### src/rtl/lkd_pkg.sv
package lkd_pkg;

    typedef enum logic [2:0] {
        ST_IDLE,
        ST_KHZ_GO,
        ST_KHZ_RUN,
        ST_TGT_GO,
        ST_TGT_RUN,
        ST_CODE_GO,
        ST_CODE_RUN,
        ST_PACK
    } lkd_state_e;

    localparam int NUM_BANDS = 4;

    // Band limits in Hz, inclusive; band i selects a pre-divider of 2**i
    localparam logic [31:0] BAND_LO [NUM_BANDS] = '{
        32'd22_250_000, 32'd50_349_650, 32'd100_699_300, 32'd205_000_000
    };
    localparam logic [31:0] BAND_HI [NUM_BANDS] = '{
        32'd47_500_000, 32'd99_000_000, 32'd198_000_000, 32'd297_000_000
    };

    localparam int unsigned HZ_PER_KHZ   = 1000;
    localparam int unsigned TGT_NUMER    = 256_000_000;
    localparam int unsigned ROUND_ADD    = HZ_PER_KHZ - 1;
    localparam logic [3:0]  CTL_TOL      = 4'd2;
    localparam logic [2:0]  CTL_REPEAT   = 3'd2;
    localparam int          CODE_W       = 9;

endpackage

### src/rtl/lkd_band_sel.sv
module lkd_band_sel
    import lkd_pkg::*;
#(
    parameter int FW = 32
) (
    input  logic [FW-1:0] freq,
    output logic [1:0]    shift_log2
);

    logic [NUM_BANDS-1:0] hit;

    genvar g;
    generate
        for (g = 0; g < NUM_BANDS; g++) begin : g_band
            assign hit[g] = (freq >= FW'(BAND_LO[g])) && (freq <= FW'(BAND_HI[g]));
        end
    endgenerate

    // Bands do not overlap; a miss falls back to a pre-divider of 1
    always_comb begin
        shift_log2 = 2'd0;
        for (int i = 0; i < NUM_BANDS; i++) begin
            if (hit[i]) begin
                shift_log2 = 2'(i);
            end
        end
    end

endmodule

### src/rtl/lkd_serial_div.sv
module lkd_serial_div #(
    parameter int W  = 32,
    localparam int CW = $clog2(W + 1)
) (
    input  logic         clk,
    input  logic         rst_n,
    input  logic         start,
    input  logic [W-1:0] dividend,
    input  logic [W-1:0] divisor,
    output logic         busy,
    output logic         done,
    output logic [W-1:0] quotient
);

    logic [W-1:0]  rem_q;
    logic [W-1:0]  quo_q;
    logic [W-1:0]  dsr_q;
    logic [CW-1:0] cnt_q;

    logic [W:0]    shifted;
    logic [W+1:0]  trial;
    logic [W-1:0]  rem_nx;
    logic [W-1:0]  quo_nx;

    // One restoring step: shift in the next dividend bit, try the subtract
    always_comb begin
        shifted = {rem_q, quo_q[W-1]};
        trial   = {1'b0, shifted} - {2'b00, dsr_q};
        if (!trial[W+1]) begin
            rem_nx = trial[W-1:0];
            quo_nx = {quo_q[W-2:0], 1'b1};
        end else begin
            rem_nx = shifted[W-1:0];
            quo_nx = {quo_q[W-2:0], 1'b0};
        end
    end

    always_ff @(posedge clk) begin
        if (!rst_n) begin
            rem_q <= '0;
            quo_q <= '0;
            dsr_q <= '0;
            cnt_q <= '0;
            busy  <= 1'b0;
            done  <= 1'b0;
        end else begin
            done <= 1'b0;
            if (start && !busy) begin
                rem_q <= '0;
                quo_q <= dividend;
                dsr_q <= divisor;
                cnt_q <= CW'(W);
                busy  <= 1'b1;
            end else if (busy) begin
                rem_q <= rem_nx;
                quo_q <= quo_nx;
                cnt_q <= cnt_q - 1'b1;
                if (cnt_q == CW'(1)) begin
                    busy <= 1'b0;
                    done <= 1'b1;
                end
            end
        end
    end

    assign quotient = quo_q;

endmodule

### src/rtl/lkd_code_gen.sv
module lkd_code_gen
    import lkd_pkg::*;
#(
    parameter int DW = 32
) (
    input  logic          clk,
    input  logic          rst_n,
    input  logic          start,
    input  logic [31:0]   freq_hz,
    output logic          busy,
    output logic          done,
    output logic [7:0]    div_reg,
    output logic [7:0]    code_reg,
    output logic [7:0]    ctl_reg
);

    localparam logic [DW-1:0] K_KHZ   = DW'(HZ_PER_KHZ);
    localparam logic [DW-1:0] K_NUMER = DW'(TGT_NUMER);
    localparam logic [DW-1:0] K_ROUND = DW'(ROUND_ADD);

    lkd_state_e state_q, state_nx;

    logic [DW-1:0]     freq_q;
    logic [1:0]        shift_q;
    logic [1:0]        shift_sel;
    logic [DW-1:0]     khz_q;
    logic [DW-1:0]     tgt_q;
    logic [CODE_W-1:0] code_q;

    logic              dv_start;
    logic [DW-1:0]     dv_dividend;
    logic [DW-1:0]     dv_divisor;
    logic              dv_busy;
    logic              dv_done;
    logic [DW-1:0]     dv_quo;

    lkd_band_sel #(.FW(DW)) u_band (
        .freq       (DW'(freq_hz)),
        .shift_log2 (shift_sel)
    );

    lkd_serial_div #(.W(DW)) u_div (
        .clk      (clk),
        .rst_n    (rst_n),
        .start    (dv_start),
        .dividend (dv_dividend),
        .divisor  (dv_divisor),
        .busy     (dv_busy),
        .done     (dv_done),
        .quotient (dv_quo)
    );

    // State register
    always_ff @(posedge clk) begin
        if (!rst_n) begin
            state_q <= ST_IDLE;
        end else begin
            state_q <= state_nx;
        end
    end

    // Next state
    always_comb begin
        state_nx = state_q;
        unique case (state_q)
            ST_IDLE:     if (start) state_nx = ST_KHZ_GO;
            ST_KHZ_GO:   state_nx = ST_KHZ_RUN;
            ST_KHZ_RUN:  if (dv_done) state_nx = ST_TGT_GO;
            ST_TGT_GO:   state_nx = ST_TGT_RUN;
            ST_TGT_RUN:  if (dv_done) state_nx = ST_CODE_GO;
            ST_CODE_GO:  state_nx = ST_CODE_RUN;
            ST_CODE_RUN: if (dv_done) state_nx = ST_PACK;
            ST_PACK:     state_nx = ST_IDLE;
            default:     state_nx = ST_IDLE;
        endcase
    end

    // Divider operand selection per stage
    always_comb begin
        dv_start    = 1'b0;
        dv_dividend = '0;
        dv_divisor  = K_KHZ;
        unique case (state_q)
            ST_KHZ_GO: begin
                dv_start    = 1'b1;
                dv_dividend = freq_q >> shift_q;
                dv_divisor  = K_KHZ;
            end
            ST_TGT_GO: begin
                dv_start    = 1'b1;
                dv_dividend = K_NUMER;
                dv_divisor  = khz_q;
            end
            ST_CODE_GO: begin
                dv_start    = 1'b1;
                dv_dividend = (tgt_q << 4) + (tgt_q << 3) + K_ROUND;
                dv_divisor  = K_KHZ;
            end
            default: begin
                dv_start    = 1'b0;
            end
        endcase
    end

    // Outputs and stage results
    always_ff @(posedge clk) begin
        if (!rst_n) begin
            freq_q   <= '0;
            shift_q  <= '0;
            khz_q    <= '0;
            tgt_q    <= '0;
            code_q   <= '0;
            busy     <= 1'b0;
            done     <= 1'b0;
            div_reg  <= '0;
            code_reg <= '0;
            ctl_reg  <= '0;
        end else begin
            done <= 1'b0;
            unique case (state_q)
                ST_IDLE: begin
                    if (start) begin
                        freq_q  <= DW'(freq_hz);
                        shift_q <= shift_sel;
                        busy    <= 1'b1;
                    end
                end
                ST_KHZ_RUN: begin
                    if (dv_done) khz_q <= dv_quo;
                end
                ST_TGT_RUN: begin
                    if (dv_done) tgt_q <= dv_quo;
                end
                ST_CODE_RUN: begin
                    if (dv_done) code_q <= dv_quo[CODE_W-1:0];
                end
                ST_PACK: begin
                    div_reg  <= {2'b00, shift_q, 4'b0000};
                    code_reg <= code_q[7:0];
                    ctl_reg  <= {CTL_TOL, CTL_REPEAT, code_q[8]};
                    busy     <= 1'b0;
                    done     <= 1'b1;
                end
                default: begin
                end
            endcase
        end
    end

endmodule

### config.mk
export PLATFORM = sky130hd
export DESIGN_NAME = lkd_code_gen
export DESIGN_NICKNAME = d
export VERILOG_FILES = /design/src/rtl/lkd_pkg.sv /design/src/rtl/lkd_band_sel.sv /design/src/rtl/lkd_serial_div.sv /design/src/rtl/lkd_code_gen.sv
export SDC_FILE = /design/constraint.sdc
export NUM_CORES = 1
export LEC_CHECK = 0
export ABC_AREA = 1
export BUFFER_PORTS_ARGS = -buffer_cell sky130_fd_sc_hd__buf_2
export CAP_MARGIN = 20
export CORE_MARGIN = 3
export CORE_UTILIZATION = 35
export CTS_BUF_LIST = sky130_fd_sc_hd__clkbuf_4
export CTS_CLUSTER_SIZE = 25
export DETAILED_ROUTE_END_ITERATION = 16
export MAX_ROUTING_LAYER = met4
export PLACE_DENSITY_LB_ADDON = 0.08
export SLEW_MARGIN = 20
export SYNTH_ARGS = -nofsm -noshare
export SYNTH_HDL_FRONTEND = slang
export SYNTH_SLANG_ARGS = --single-unit
### constraint.sdc
create_clock -name clk -period 4.8 [get_ports clk]
set_input_delay 1.2 -clock clk [delete_from_list [all_inputs] [get_ports clk]]
set_output_delay 1.2 -clock clk [all_outputs]
set_load 0.02 [all_outputs]
==> results of run 1 <==
[worst min-delay path: cells and delay by family (launching register included)]
family,cells,cell delay [ns]
DFF,1,0.31
and+or+nand+nor,2,0.11
[synthesized netlist by cell type, types with 4 or more instances]
library cell / n
nand3_1: 166
clkbuf_1: 70
nor4_1: 6
xnor2_1: 13
a21oi_1: 199
inv_2: 7
ha_1: 87
nand3b_1: 5
o211ai_1: 11
dfxtp_1: 225
o21ai_0: 237
nor2_2: 6
nand4_1: 49
xor2_1: 5
buf_2: 26
nand2_2: 5
a22oi_1: 13
a21oi_2: 4
o22ai_1: 6
a31oi_1: 7
a211oi_1: 6
nand2_1: 575
o31ai_1: 5
buf_4: 14
a32o_1: 4
nor2_1: 200
o21bai_1: 6
and2_1: 5
nor3_1: 35
inv_1: 350
or2_2: 7
[path summary, 6_finish.rpt]
kind	from	to	cells after the start
max	tgt_q[1]$_SDFFE_PN0P_	u_div.quotient[29]$_SDFFE_PN0P_	18
max reg2reg	tgt_q[1]$_SDFFE_PN0P_	u_div.quotient[29]$_SDFFE_PN0P_	18
min	u_div.quotient[31]$_SDFFE_PN0P_	u_div.quotient[31]$_SDFFE_PN0P_	2
min reg2reg	u_div.quotient[31]$_SDFFE_PN0P_	u_div.quotient[31]$_SDFFE_PN0P_	2
[metal layers]
layer | part of all wire (%) | global-route usage [%] | vias to the layer above
met5 | 0 | - | -
met4 | 1.5 | 5.32 | 0
met3 | 4.2 | 3.47 | 53
met2 | 43 | 33.8 | 316
met1 | 51 | 32.6 | 6971
li1 | - | - | 7849
[stage by stage]
step	worst slack, ns	power [mW]	hold WS [ns]	std cells
3_3_place_gp	1.65	7.43	0.448	2886
3_5_place_dp	1.62	7.44	0.451	2886
2_1_floorplan	2.40	6.12	0.426	2397
6_report	1.79	9.27	0.462	3004
5_1_grt	1.51	10.2	0.477	3004
4_1_cts	1.83	9.34	0.465	3001
[logic make-up (layout without fill, tap and decap cells)]
| family | after synthesis | count (layout) |
|---|---|---|
| compound gates | 509 | 509 |
| other cells | 1 | 14 |
| simple gates | 1068 | 1068 |
| xor+xnor | 18 | 18 |
| fa+ha+maj | 89 | 89 |
| buf+inv | 475 | 540 |
| mux | 2 | 2 |
| flops | 225 | 225 |
[power by group through the flow]
stage	logic, mW	registers [mW]	clock network [mW]
finish	5.18	2.26	1.83
global route	5.85	2.28	2.02
CTS	5.17	2.26	1.91
detailed placement	5.14	2.30	0
global placement	5.13	2.30	0
floorplan	3.90	2.22	0
[layout make-up]
| type | instances | area [sq um] | area share [%] |
|---|---|---|---|
| Multi-Input combinational cell | 1697 | 8640 | 52.8 |
| Timing Repair Buffer | 66 | 375 | 2.29 |
| Tap cell | 539 | 674 | 4.12 |
| Clock inverter | 22 | 125 | 0.764 |
| Inverter | 359 | 1350 | 8.23 |
| Antenna cell | 3 | 7.51 | 0.0458 |
| Clock buffer | 93 | 698 | 4.26 |
| Sequential cell | 225 | 4510 | 27.5 |
[cells in the final DEF, fill, tap and decap left out, types with 11 or more instances in the layout]
| master | instances |
|---|---|
| a21oi_1 | 199 |
| a22oi_1 | 13 |
| buf_2 | 48 |
| buf_4 | 18 |
| clkbuf_4 | 93 |
| clkinv_1 | 17 |
| conb_1 | 11 |
| dfxtp_1 | 224 |
| ha_1 | 87 |
| inv_1 | 350 |
| nand2_1 | 574 |
| nand3_1 | 165 |
| nand4_1 | 49 |
| nor2_1 | 198 |
| nor3_1 | 33 |
| o211ai_1 | 11 |
| o21ai_0 | 237 |
| xnor2_1 | 13 |
==> impl_results.md, run 1 <==
* Outcome: finished clean
* Max cap viols at 0
* Worst Path Required at 5.44 ns
* CP Cell Sequence: inv_1 > ha_1 > inv_1 > ha_1 > fa_1 > nand3_1 > nand3_1 > inv_1 > o21ai_0 > nand2_1 > nand2_1 > nand2_1 > nand2_1 > nand2_1 > nand3_1 > nand2_1 > nand2_1 > nand2_1
* Post-Synthesis Cells at 2387
* Synth top area cells: dfxtp_1, nand2_1, inv_1
* Critical path type: reg -> reg
* Detail Route Antenna Nets at 0
* CP bufs+invs at 3
* Wirelength per Cell at 16.6 microns
* Fin crit share at 62.6%
* Clock share of power at 19.8%
* Seq pwr share at 24.4%
* Synth Area in Compound Gates at 18.3%
* Die area at 45300 sq um
* Post-route cell area at 16400 sq um
* Synthesized flop and latch total at 225
* CTS Sinks at 225
* Main combinational cell family by area after synthesis: simple AND/OR/NAND/NOR gates
* Worst-path clk slew at 0.06 ns
* Crit-path slowest cell: o21ai_0
* Synthesis-to-layout area growth at 9.38%
* Post-synthesis mux area share at 0.134%
* FP Rows at 75
* CTS max path bufs at 3
* Fillcell total at 4677
* Vias in the first global route at 14500
* Share of the synthesized area in the top cell type at 30.1%
* Sw frac at 50.1%
* Nets at 2543
* CTS Buf Count at 70
* Ys async rst share at 0%
* Final hold vios at 0
* EDFF count, synth at 0
* Via/cell ratio at 5.06
* Drt first pass iters at 5
* Global-route wire length before repair at 79500 microns
* Worst vdd ir at 0.000371 V
* Hold-fix buffers, CTS at 0
* GR Util All Layers at 22.8%
* Combinational fraction of design power at 55.9%
* Clk_skew at 0.0669 ns
* Worst skew pair latency at 0.77 ns
* Most used DFF post-synth: dfxtp_1
* CP peak stage delay at 0.38 ns
* Yosys warning total at 0
* Setup TNS at 0 ns
* GPL Wtd Cong at 0.970
* Final WL at 49900 microns
* Congestion Overflow GR at 0
* H-tree Lvls at 3
* Critical Path AT at 3.64 ns
* Register area share after synthesis at 30.1%
* Largest net degree at the start of global routing at 66
* Cell Area, Placed at 15500 sq um
* DR DRC count at 0
* RSZ-0062 raised after global routing: false
* Initial antenna violation count at 2
* Vias at 15200
* Post-DP HPWL at 37000 microns
* Resized Gates After CTS at 0
* Max-slew headroom at 35.9%
* Initial DRC count at 1057
* CP Capture Type: flip-flop
* CP Launch Type: flip-flop
* Unique cell type count in the Yosys netlist at 49
* Min-Delay Path Class: reg -> reg
* Worst-path fanout max at 4
* Cell mode on critical path: nand2_1
* Synth Cell Area at 15000 sq um
* Synth Area in Simple Gates at 30.3%
* Cell internal pwr at 4.63 mW
* Die X at 213 microns
* Port bufs at 49
* CP top delay family: simple AND/OR/NAND/NOR gates
* Synth Area in Adders at 7.54%
* Die Height at 213 microns
* Ratio of cells with drive above 1 in the final layout at 8.45%
* I/O Pins at 61
* Post-Synth XOR/XNOR Area at 1.05%
* Post-CTS Setup Bufs at 0
* Root Buffer: clkbuf_4
* Avg Cell Area, Syn at 6.27 sq um
* TritonCTS clock tree: yes
* Min cycle time layout at 3.01 ns
* Initial core utilization at 35.5%
* Post-Route Utilization at 38.9%
* Psw at 4.64 mW
* Pins Over Slew Limit at 0
* Fmax at 333 MHz
* Setup Viol. Count Final at 0
* Core area at 42100 sq um
* P per Cell Area at 566 nW/um^2
* Cell taking the most area after synthesis: dfxtp_1
* Pleak at 7.82 nW
* Worst R2R Setup Slack at 1.79 ns
* Least-Margin Pin Slew at 0.960 ns
Note: power is estimated with default switching activity, not from simulation.
==> run 2: changes to the inputs <==
==> constraint.sdc (replaced) <==
create_clock -name clk -period 2.8 [get_ports clk]
set_input_delay 0.7 -clock clk [delete_from_list [all_inputs] [get_ports clk]]
set_output_delay 0.7 -clock clk [all_outputs]
set_load 0.02 [all_outputs]
==> impl_results.md, run 2 (same netlist as run 1, synthesis figures left out) <==
* Outcome: finished clean
* I/O Pins at 61 (unchanged)
* P per Cell Area at 978 nW/um^2 (+73%)
* Die area at 45300 sq um (unchanged)
* Final hold vios at 0 (unchanged)
* Ratio of cells with drive above 1 in the final layout at 9.30% (+0.85 points)
* Global-route wire length before repair at 77500 microns (-2.6%)
* Largest net degree at the start of global routing at 101 (+53%)
* Least-Margin Pin Slew at 0.776 ns (-0.184 ns)
* Vias at 15300 (+0.74%)
* Commonest non-fill, non-tap cells in the layout: nand2_1, inv_1, o21ai_0
* Min cycle time layout at 2.58 ns (-0.426 ns)
* FP Rows at 75 (unchanged)
* Critical Path AT at 3.20 ns (-0.44 ns)
* TritonCTS clock tree: yes
* Footprint of the multi-input gates at 8640 sq um (about the same)
* Initial antenna violation count at 1 (-1)
* Root Buffer: clkbuf_4
* Min-Delay Path Class: in -> reg
* RSZ-0062 raised after global routing: true
* Max cap viols at 0 (unchanged)
* Worst Path Required at 3.42 ns (-2.02 ns)
* Pre-CTS setup slack at 0.0694 ns (-1.56 ns)
* Worst skew pair latency at 0.73 ns (-0.04 ns)
* Fmax at 388 MHz (+17%)
* Synthesis-to-layout area growth at 10.7%
* CTS Buf Count at 66 (-5.7%)
* Initial core utilization at 35.5% (unchanged)
* Max-slew headroom at 48.2% (+12 points)
* GPL Wtd Cong at 0.939 (-3.2%)
* Setup TNS at 0 ns (unchanged)
* CTS Sinks at 225 (unchanged)
* GR Util All Layers at 22.0% (-0.78 points)
* Final WL at 48300 microns (-3.2%)
* Critical path type: reg -> reg
* Detail Route Antenna Nets at 0 (unchanged)
* Worst vdd ir at 0.00118 V (+220%)
* Drt first pass iters at 5 (unchanged)
* Pleak at 7.96 nW (+1.7%)
* Most common cell after layout, fill and taps aside: nand2_1
* Worst hold slack at 0.240 ns (-0.222 ns)
* Die Height at 213 microns (unchanged)
* FF/Latch Area at 4510 sq um (unchanged)
* Core area at 42100 sq um (unchanged)
* Fillcell total at 4712 (+0.75%)
* CTS max path bufs at 3 (unchanged)
* CP Capture Type: flip-flop
* CP Launch Type: flip-flop
* DR DRC count at 0 (unchanged)
* Pins Over Slew Limit at 0 (unchanged)
* Setup Viol. Count Final at 0 (unchanged)
* Congestion Overflow GR at 0 (unchanged)
* Die X at 213 microns (unchanged)
* Post-route worst setup slack at 0.220 ns (-1.57 ns)
* Nets at 2563 (+0.79%)
* Wirelength per Cell at 16.0 microns (-3.8%)
* Worst-path clk slew at 0.07 ns (about the same)
* Worst-path fanout max at 5 (+1)
* H-tree Lvls at 3 (unchanged)
* Fin crit share at 92.1% (+30 points)
* Via/cell ratio at 5.06 (about the same)
* Clk_skew at 0.0312 ns (-0.0357 ns)
* Hold-fix buffers, CTS at 0 (unchanged)
* Port bufs at 49 (unchanged)
* Vias in the first global route at 14500 (-0.048%)
* Initial DRC count at 911 (-14%)
* Post-DP HPWL at 36500 microns (-1.4%)
-- run 2: per-layer routing --
layer	global-route usage [%]	up-vias	routed length (microns)
met3	4.01	64	3100
met4	5.74	0	893
li1	-	7881	-
met1	31.7	6984	24200
met2	31.6	373	20100
met5	-	-	0
-- run 2: critical path, cell delays in order (launching register included) --
cell	delay (ns)
dfxtp_1	0.33
ha_1	0.29
ha_1	0.37
a21oi_1	0.22
a21boi_1	0.36
nand3_2	0.21
nand3_1	0.15
nand3_1	0.08
nand3_1	0.10
nand2_1	0.08
nand2_1	0.19
nand2_1	0.09
-- run 2: repair_timing --
item,CTS,global route
setup buffers,0,0
setup endpoints to repair,0,10
resized for setup,0,4
-- run 2: cell type report --
| class | count | area share, % |
|---|---|---|
| multi-input cells | 1697 | 52.1 |
| flip-flops and latches | 225 | 27.2 |
| inverters | 359 | 8.13 |
| clock buffers | 93 | 4.21 |
| well taps | 539 | 4.07 |
| repair buffers | 90 | 3.43 |
| clock inverters | 21 | 0.868 |
| diodes | 1 | 0.0151 |
-- run 2: path summary, 6_finish.rpt --
path,start,to,slack [ns],cells past startpoint
min reg2reg,tgt_q[28]$_SDFFE_PN0P_,tgt_q[28]$_SDFFE_PN0P_,0.46,2
min,freq_hz[3],freq_q[3]$_SDFFE_PN0P_,0.24,3
max,tgt_q[10]$_SDFFE_PN0P_,u_div.quotient[31]$_SDFFE_PN0P_,0.22,11
max reg2reg,tgt_q[10]$_SDFFE_PN0P_,u_div.quotient[31]$_SDFFE_PN0P_,0.22,11
-- run 2: where the power goes --
part / leakage, nW / internal [mW] / switching [mW]
combinational: 5.64 / 2.89 / 6.26
sequential: 1.83 / 3.57 / 0.267
clock: 0.489 / 1.72 / 1.51
-- run 2: metrics by stage --
step           cells  total power, mW  instance area, sq um  util (%)
3_5_place_dp    2910             12.9                 15700      37.3
6_report        3025             16.2                 16600      39.3
2_1_floorplan   2397             10.5                 15000         -
5_1_grt         3025             17.7                 16600      39.3
4_1_cts         3024             16.3                 16600      39.3
3_3_place_gp    2910             12.9                 15700      37.3
==> run 3: changes to the inputs <==
--- a/config.mk
+++ b/config.mk
@@ -5,7 +5,6 @@
 export SDC_FILE = /design/constraint.sdc
 export NUM_CORES = 1
 export LEC_CHECK = 0
-export ABC_AREA = 1
 export BUFFER_PORTS_ARGS = -buffer_cell sky130_fd_sc_hd__buf_2
 export CAP_MARGIN = 20
 export CORE_MARGIN = 3
@@ -15,6 +14,7 @@
 export DETAILED_ROUTE_END_ITERATION = 16
 export MAX_ROUTING_LAYER = met4
 export PLACE_DENSITY_LB_ADDON = 0.08
+export SKIP_CTS_REPAIR_TIMING = 1
 export SLEW_MARGIN = 20
 export SYNTH_ARGS = -nofsm -noshare
 export SYNTH_HDL_FRONTEND = slang
==> impl_results.md, run 3 <==
* Die X at 202 microns (-4.9%)
* Avg Cell Area, Syn at 7.52 sq um (+20%)
* Initial antenna violation count at 1 (unchanged)
* EDFF count, synth at 0 (unchanged)
* Drt first pass iters at 5 (unchanged)
* Congestion Overflow GR at 0 (unchanged)
* Post-Route Utilization at 43.0% (+3.6 points)
* Synth top area cells: dfxtp_1, nand2_1, a21oi_1
* Wirelength per Cell at 17.1 microns (+7.3%)
* Pins Over Slew Limit at 0 (unchanged)
* Initial core utilization at 35.7% (+0.13 points)
* P per Cell Area at 626 nW/um^2 (-36%)
* Seq pwr share at 34.7% (+11 points)
* Most common cell in the netlist: nand2_1
* Unique cell type count in the Yosys netlist at 82 (+67%)
* Die Height at 202 microns (-4.9%)
* Cell internal pwr at 6.65 mW (-19%)
* Synth top cells by count: nand2_1, a21oi_1, dfxtp_1
* Vias at 13200 (-14%)
* Post-DP HPWL at 30300 microns (-17%)
* RSZ-0062 raised after global routing: true
* Fmax at 325 MHz (-16%)
* Critical Path AT at 3.64 ns (+0.44 ns)
* Most used DFF post-synth: dfxtp_1
* Least-Margin Pin Slew at 1.02 ns (+0.242 ns)
* Fillcell total at 4049 (-14%)
* Max cap viols at 0 (unchanged)
* Footprint of the multi-input gates at 8600 sq um (-0.41%)
* Largest net degree at the start of global routing at 89 (-12%)
* Worst-path fanout max at 3 (-2)
* I/O Pins at 61 (unchanged)
* Root Buffer: clkbuf_4
* H-tree Lvls at 3 (unchanged)
* Failing checks: setup timing
* Outcome: finished, violations left
* Ratio of cells with drive above 1 in the final layout at 19.5% (+10 points)
* Critical path type: reg -> reg
* Vias in the first global route at 13100 (-9.5%)
* Sw frac at 34.7% (-15 points)
* Clock share of power at 32.3% (+12 points)
* Synthesized flop and latch total at 225 (unchanged)
* Yosys warning total at 0 (unchanged)
* Final WL at 42700 microns (-12%)
* Detail Route Antenna Nets at 0 (unchanged)
* Global-route wire length before repair at 69600 microns (-10%)
* Max-slew headroom at 31.9% (-16 points)
* Placed insts at 2362 (-19%)
* Most common cell after layout, fill and taps aside: nand2_1
* Register area share after synthesis at 33.4% (+3.3 points)
* Post-route worst setup slack at -0.280 ns (-0.500 ns)
* Initial DRC count at 778 (-15%)
* Synthesis-to-layout area growth at 20.5%
* Ys async rst share at 0% (unchanged)
* Non-Filler Instances at 2491 (-18%)
* FF/Latch Area at 4520 sq um (+0.28%)
* GPL Wtd Cong at 0.884 (-5.8%)
* Psw at 3.53 mW (-56%)
* Setup Viol. Count Final at 15 (+15)
* CP Capture Type: flip-flop
* Post-Synthesis Cells at 1795 (-25%)
* CP Launch Type: flip-flop
* Fin crit share at 110% (+18 points)
* CTS Sinks at 225 (unchanged)
* Commonest non-fill, non-tap cells in the layout: nand2_1, a21oi_1, dfxtp_1
* Combinational fraction of design power at 33.0% (-23 points)
* Min cycle time layout at 3.08 ns (+0.500 ns)
* Core area at 37800 sq um (-10%)
* DR DRC count at 0 (unchanged)
* Cell taking the most area after synthesis: dfxtp_1
* Via/cell ratio at 5.29 (+4.5%)
* Final hold vios at 0 (unchanged)
* GR Util All Layers at 21.3% (-0.66 points)
* CTS max path bufs at 3 (unchanged)
* FP Rows at 71 (-5.3%)
* TritonCTS clock tree: yes
* Pleak at 6.56 nW (-18%)
* Nets at 2056 (-20%)
* Clk_skew at 0.0398 ns (+0.00861 ns)
* Worst hold slack at 0.273 ns (+0.0329 ns)
* CTS Buf Count at 68 (+3.0%)
* Min-Delay Path Class: in -> reg
* Port bufs at 49 (unchanged)
* Worst vdd ir at 0.000366 V (-69%)
* Worst Path Required at 3.36 ns (-0.06 ns)
* Die area at 41000 sq um (-9.6%)
* Share of the synthesized area in the top cell type at 33.4% (+3.3 points)
* Worst-path clk slew at 0.06 ns (about the same)
* Worst skew pair latency at 0.74 ns (about the same)
* Synth Cell Area at 13500 sq um (-9.9%)
[run 3: logic make-up after synthesis]
kind of cell	share of synthesized area, %
flops	33.4
buf+inv	5.90
fa+ha+maj	8.36
xor+xnor	3.44
compound gates	24.8
mux	2.93
other cells	0.0278
simple gates	21.2
[run 3: area by class of cell]
| class | count | share of cell area (%) |
|---|---|---|
| multi-input combinational | 1387 | 52.9 |
| sequential | 225 | 27.8 |
| timing repair buffer | 181 | 8.38 |
| clock buffer | 96 | 4.43 |
| tap | 511 | 3.93 |
| inverter | 69 | 1.61 |
| clock inverter | 21 | 0.954 |
| antenna | 1 | 0.0154 |
[run 3: final timing paths]
kind                          start                              end  slack, ns  depth (start not counted)
max           tgt_q[2]$_SDFFE_PN0P_  u_div.quotient[29]$_SDFFE_PN0P_      -0.28                         14
min                      freq_hz[0]           freq_q[0]$_SDFFE_PN0P_       0.27                          3
max reg2reg   tgt_q[2]$_SDFFE_PN0P_  u_div.quotient[29]$_SDFFE_PN0P_      -0.28                         14
min reg2reg  khz_q[27]$_SDFFE_PN0P_     u_div.dsr_q[27]$_SDFFE_PN0P_       0.45                          2
[run 3: routing by layer]
layer,vias to the layer above,global-route usage (%),wire length [microns]
met5,-,-,0
li1,6617,-,-
met4,0,6.38,1010
met3,80,3.78,1690
met2,286,33.3,19200
met1,6187,28.4,20800
[run 3: through the flow]
step | setup TNS [ns] | cell area (sq um) | setup slack (ns) | total power, mW
after global placement | -3.58 | 14900 | -0.323 | 6.71
after detailed placement | -4.06 | 14900 | -0.352 | 6.70
after CTS | -5.07 | 15800 | -0.413 | 10.1
after global routing | -5.64 | 16300 | -0.478 | 10.9
after floorplan | -0.813 | 13500 | -0.201 | 5.54
final | -2.24 | 16300 | -0.280 | 10.2
[run 3: power groups by stage]
stage | logic [mW] | registers [mW] | clock network, mW
finish | 3.36 | 3.53 | 3.30
global route | 3.75 | 3.55 | 3.62
CTS | 3.13 | 3.53 | 3.46
detailed placement | 3.11 | 3.60 | 0
global placement | 3.11 | 3.60 | 0
floorplan | 2.03 | 3.51 | 0
[run 3: worst max-delay path: stages (launching register included)]
cell      delay (ns)
dfxtp_2         0.33
inv_2           0.05
ha_4            0.25
inv_2           0.04
ha_4            0.15
fa_2            0.34
a21o_1          0.21
a221oi_2        0.29
nor2_1          0.09
a221o_1         0.38
a31oi_4         0.26
o21ai_4         0.09
a311oi_2        0.22
xor2_1          0.17
o22ai_1         0.08
